$ cat src/rtl/lu_hazard_pkg.sv
// Shared opcode constants for the load-use interlock and halt controller.
// Assumes a 6-bit opcode at the top of each instruction word.
package lu_hazard_pkg;
    localparam logic [5:0] OPC_ALU   = 6'h00;
    localparam logic [5:0] OPC_BEQZ  = 6'h04;
    localparam logic [5:0] OPC_ADDI  = 6'h08;
    localparam logic [5:0] OPC_LOAD  = 6'h23;
    localparam logic [5:0] OPC_STORE = 6'h2B;
    localparam logic [5:0] OPC_HALT  = 6'h3F;
endpackage

$ cat src/rtl/lu_src_decode.sv
// Works out which register fields the decode-stage instruction reads.
// Assumes the opcode and the two register fields arrive already sliced.
// Unknown opcodes read nothing.
module lu_src_decode
    import lu_hazard_pkg::*;
#(
    parameter int REG_AW = 5,
    parameter int OPC_W  = 6
) (
    input  logic [OPC_W-1:0]  opc,
    input  logic [REG_AW-1:0] field_a,
    input  logic [REG_AW-1:0] field_b,
    output logic [1:0]        use_src,
    output logic [REG_AW-1:0] src_a,
    output logic [REG_AW-1:0] src_b
);
    // Classify the opcode into the set of register fields it reads.
    always_comb begin
        case (opc)
            OPC_ALU, OPC_STORE:           use_src = 2'b11;
            OPC_LOAD, OPC_ADDI, OPC_BEQZ: use_src = 2'b01;
            default:                      use_src = 2'b00;
        endcase
    end

    assign src_a = field_a;
    assign src_b = field_b;
endmodule

$ cat src/rtl/lu_load_detect.sv
// Reports whether the ID/EX instruction is a load that writes a real register.
// A load to register 0 is treated as producing nothing.
module lu_load_detect
    import lu_hazard_pkg::*;
#(
    parameter int REG_AW = 5,
    parameter int OPC_W  = 6
) (
    input  logic [OPC_W-1:0]  opc,
    input  logic [REG_AW-1:0] dest_field,
    output logic              load_live,
    output logic [REG_AW-1:0] load_reg
);
    // A load counts only when its destination is not the zero register.
    always_comb begin
        load_live = (opc == OPC_LOAD) && (dest_field != '0);
        load_reg  = dest_field;
    end
endmodule

$ cat src/rtl/lu_halt_track.sv
// Raises the stop flag when HALT sits in MEM/WB and keeps it until reset.
// Assumes a synchronous active-low reset.
module lu_halt_track
    import lu_hazard_pkg::*;
#(
    parameter int OPC_W = 6
) (
    input  logic             clk,
    input  logic             rst_n,
    input  logic [OPC_W-1:0] memwb_opc,
    output logic             halted
);
    logic hit;
    logic seen_q;

    assign hit = (memwb_opc == OPC_HALT);

    // Remember that a HALT has reached MEM/WB.
    always_ff @(posedge clk) begin
        if (!rst_n)   seen_q <= 1'b0;
        else if (hit) seen_q <= 1'b1;
    end

    assign halted = hit | seen_q;
endmodule

$ cat src/rtl/lu_hazard_ctl.sv
// Top of the decode-stage load-use interlock and halt controller.
// Compares the load destination in ID/EX with the sources of IF/ID.
// Gives squash priority over the hold, and reports a stop once HALT reaches MEM/WB.
module lu_hazard_ctl #(
    parameter int          INSTR_W  = 32,
    parameter int          REG_AW   = 5,
    parameter int          OPC_W    = 6,
    parameter logic [31:0] NOP_WORD = 32'h0000_0020
) (
    input  logic               clk,
    input  logic               rst_n,
    input  logic [INSTR_W-1:0] ifid_instr,
    input  logic [INSTR_W-1:0] idex_instr,
    input  logic [INSTR_W-1:0] memwb_instr,
    input  logic               squash,
    output logic               hold,
    output logic               bubble,
    output logic [INSTR_W-1:0] idex_next,
    output logic               halted
);
    localparam int OPC_LSB = INSTR_W - OPC_W;
    localparam int RA_LSB  = OPC_LSB - REG_AW;
    localparam int RB_LSB  = RA_LSB - REG_AW;
    localparam int NSRC    = 2;

    logic [1:0]        use_src;
    logic [REG_AW-1:0] src_a;
    logic [REG_AW-1:0] src_b;
    logic [REG_AW-1:0] src_v [NSRC];
    logic [NSRC-1:0]   src_hit;
    logic              load_live;
    logic [REG_AW-1:0] load_reg;
    logic              dep;
    logic              unused_bits;

    assign unused_bits = ^{idex_instr[RA_LSB-1:0] ^ idex_instr[RA_LSB-1:0],
                           idex_instr[RB_LSB-1:0], memwb_instr[OPC_LSB-1:0]};

    lu_src_decode #(.REG_AW(REG_AW), .OPC_W(OPC_W)) u_src (
        .opc     (ifid_instr[INSTR_W-1:OPC_LSB]),
        .field_a (ifid_instr[OPC_LSB-1:RA_LSB]),
        .field_b (ifid_instr[RA_LSB-1:RB_LSB]),
        .use_src (use_src),
        .src_a   (src_a),
        .src_b   (src_b)
    );

    lu_load_detect #(.REG_AW(REG_AW), .OPC_W(OPC_W)) u_load (
        .opc        (idex_instr[INSTR_W-1:OPC_LSB]),
        .dest_field (idex_instr[RA_LSB-1:RB_LSB]),
        .load_live  (load_live),
        .load_reg   (load_reg)
    );

    lu_halt_track #(.OPC_W(OPC_W)) u_halt (
        .clk       (clk),
        .rst_n     (rst_n),
        .memwb_opc (memwb_instr[INSTR_W-1:OPC_LSB]),
        .halted    (halted)
    );

    assign src_v[0] = src_a;
    assign src_v[1] = src_b;

    // One comparator per source field against the load destination.
    for (genvar p = 0; p < NSRC; p++) begin : g_cmp
        assign src_hit[p] = use_src[p] && (src_v[p] == load_reg);
    end

    // Combine the comparisons; a squash cancels the hold.
    always_comb begin
        dep    = load_live && (|src_hit);
        hold   = dep && !squash;
        bubble = hold;
    end

    // Select the word ID/EX captures next.
    always_comb begin
        if (squash || bubble) idex_next = NOP_WORD[INSTR_W-1:0];
        else                  idex_next = ifid_instr;
    end
endmodule

$ cat config.mk
export PLATFORM = sky130hd
export DESIGN_NAME = lu_hazard_ctl
export DESIGN_NICKNAME = d
export VERILOG_FILES = /design/src/rtl/lu_hazard_pkg.sv /design/src/rtl/lu_src_decode.sv /design/src/rtl/lu_load_detect.sv /design/src/rtl/lu_halt_track.sv /design/src/rtl/lu_hazard_ctl.sv
export SDC_FILE = /design/constraint.sdc
export NUM_CORES = 1
export LEC_CHECK = 0
export BUFFER_PORTS_ARGS = -buffer_cell sky130_fd_sc_hd__buf_2
export CORE_ASPECT_RATIO = 0.75
export CORE_MARGIN = 2
export CORE_UTILIZATION = 24
export DETAILED_ROUTE_END_ITERATION = 12
export GPL_TIMING_DRIVEN = 0
export PLACE_DENSITY = 0.79
export REMOVE_ABC_BUFFERS = 1
export SLEW_MARGIN = 25
export SYNTH_ARGS = -nofsm -noshare
export SYNTH_HDL_FRONTEND = slang
export SYNTH_SLANG_ARGS = --single-unit
$ cat constraint.sdc
create_clock -name clk -period 1.4 [get_ports clk]
set_input_delay 0.07 -clock clk [delete_from_list [all_inputs] [get_ports clk]]
set_output_delay 0.07 -clock clk [all_outputs]
set_load 0.02 [all_outputs]
==> summary.md <==
| Metric | Value |
|---|---|
| Outcome | finished with violations |
| Failing checks | negative setup slack |
| Slowest-stage cell, CP | or4_4 |
| FILL cells | 273 |
| GRT Overall Usage | 17.0% |
| CP Data Arrival Time | 1.86 ns |
| Worst Path Required | approximately 1.3 ns |
| Ys async rst share | 0% |
| Final setup fails | 33 |
| Max reg flops | 1 |
| Hold-fix buffers, CTS | 0 |
| Fin Hold WS | ~0.28 ns |
| Top layer in use | met4 |
| Worst Clk Skew | 0 ns |
| Placeable Area | just under 3000 sq um |
| Met3 Wirelength | about 200 um |
| Pwr Density | 285 nW/um^2 |
| Maximum vdd drop | ~0.00015 V |
| Ys flop type | dfxtp_1 |
| Achievable Freq | 0.519 GHz |
| First-pass GRT wire length | around 4.7 mm |
| Post-synthesis area per instance | about 10 sq um |
| Worst Hold Class | in2reg |
| DP Worst Slack | -0.659 ns |
| Worst Path Max Fanout | 8 |
| Die area | around 3600 sq um |
| Initial Utilization | 25.3% |
| Area growth from synthesis to layout | 115% |
| Setup ws final | -0.527 ns |
| Commonest non-fill, non-tap cell in the layout | buf_2 |
| Worst Path Buf+Inv | 2 |
| Top flop regs | u_halt.seen_q: 1 flops |
| Tot Pwr | roughly 0.46 mW |
| M1 wire length | around 1.4 mm |
| Max_cap viols | 0 |
| Core Util, Final | a little over half |
| Post-synth EDFFs | 0 |
| Pin count of the biggest net entering global routing | 34 |
| Tcrit/Tclk final | 138% |
| Final #Nets | 266 |
| Worst-skew pair later-pin latency | 0 ns |
| Leak | between 0.7 and 0.8 nW |
| Antenna violations before repair | 0 |
| DP HPWL | 2.01 mm |
| Synth cell types | 30 |
| Number of diodes | 0 |
| Final WL | ~3.4 mm |
| Clock-pin slew on the worst setup and hold paths | 0 ns |
| Crit-path cells | buf_8 > or4_4 > o211ai_4 > and4b_4 > or4_4 > buf_6 |
| Commonest non-fill, non-tap cells in the layout | buf_2 (62), buf_4 (27), nor4b_4 (15) |
| Biggest register | u_halt.seen_q |
| Placer congestion estimate | 0.734 |
| Cells after Synth | 75 |
| Slew @ Worst Pin | approximately 1.2 ns |
| Mapped Area | between 700 and 800 sq um |
| #FFs+latches synth | 1 |
| Final Max Slew Viols | 0 |
| Detailed Route Iter0 Violations | 30 |
| PortBufs | 86 |
| DRT Pass-1 Iters | 6 |
| Ports | around 130 |
| DR DRC count | 0 |
| Routed wl met2 | 1.76 mm |
| Critical path's most frequent cell | or4_4 |
| ANT nets after route | 0 |
| Die X | a little under 70 um |
| Startpoint Class | input pin |
| Synth Warn # | 0 |
| Final instance area | approximately 1600 sq um |
| Via count of the first global-routing pass | 950 |
| Relative slew slack | between 20% and 30% |
| Routed vias | about 1.1k |
| Chip Height | 52.6 um |
| Setup crit end kind | output pin |
| # rows | 17 |
| Share of layout cells above drive strength 1 | approximately 82% |
| Cell Area, Placed | about 1200 sq um |
| Wire length per cell | about 17 um |
| Kind of cell adding the most delay to the critical path | simple AND/OR/NAND/NOR gates |
| Via/cell ratio | around 5.3 |
| RSZ-0062 raised after global routing | true |
| Final Hold Fails | 0 |
| Sequential share of the synthesized area | 2.65% |
| Final worst path period need | approximately 1.9 ns |
| CP Class | in2out |
| Crit-path max cell delay | approximately 0.55 ns |
| GRT overflow | 0 |
final timing paths:
check                             start                    endpoint  slack, ns  cells after the start
max reg2reg  u_halt.seen_q$_SDFFE_PN0P_  u_halt.seen_q$_SDFFE_PN0P_       0.72                      2
min reg2reg  u_halt.seen_q$_SDFFE_PN0P_  u_halt.seen_q$_SDFFE_PN0P_       0.54                      2
min                               rst_n  u_halt.seen_q$_SDFFE_PN0P_       0.28                      2
max                      idex_instr[20]                idex_next[5]      -0.53                      6
layer usage:
| metal | global-route usage, % | vias to the layer above |
|---|---|---|
| met5 | 0 | - |
| met1 | 24.3 | 516 |
| met2 | 28.2 | 35 |
| li1 | - | 513 |
| met4 | 1.63 | 0 |
| met3 | 1.94 | 2 |
repair_timing:
action | in CTS | in global routing
pin swaps | 8 | 8
resized for setup | 42 | 25
cloned | 6 | 0
setup buffers | 7 | 1
setup endpoints to repair | 33 | 33
worst reg2reg max path, stage by stage, from the launching register on:
cell and delay, ns:
dfxtp_1 0.27, o21bai_1 0.15, and2_1 0.15
per-stage QoR:
stage	std cells	setup TNS (ns)
floorplan	65	-12.68
global placement	189	-15.23
detailed placement	189	-15.59
CTS	202	-15.23
global route	203	-16.38
finish	203	-14.52
cells by family after synthesis:
| kind of cell | synth area share (%) |
|---|---|
| buf+inv | 9.78 |
| flops | 2.65 |
| simple gates | 69.2 |
| xor+xnor | 11.6 |
| compound gates | 6.80 |
synthesized netlist by cell type (2+ instances only):
cell	n	area (sq um)
buf_2	2	10.0
buf_4	2	15.0
buf_6	2	22.5
clkbuf_1	3	11.3
nand2_1	2	7.51
nand3_1	2	10.0
nand4_1	3	18.8
nor3b_1	2	15.0
nor4b_1	9	78.8
nor4b_2	19	285
or4_1	2	15.0
xnor2_1	2	17.5
xor2_1	8	70.1
power by group:
part	total [mW]	switching, mW	internal [mW]
sequential	0.0295	0.0000600	0.0294
clock	0	0	0
combinational	0.433	0.216	0.217
layout make-up:
class / instances / area [sq um] / share of cell area [%]
tap: 38 / 47.5 / 2.93
sequential: 1 / 20.0 / 1.23
timing repair buffer: 94 / 573 / 35.3
multi-input combinational: 70 / 985 / 60.6
Note: power is estimated with default switching activity, not from simulation.
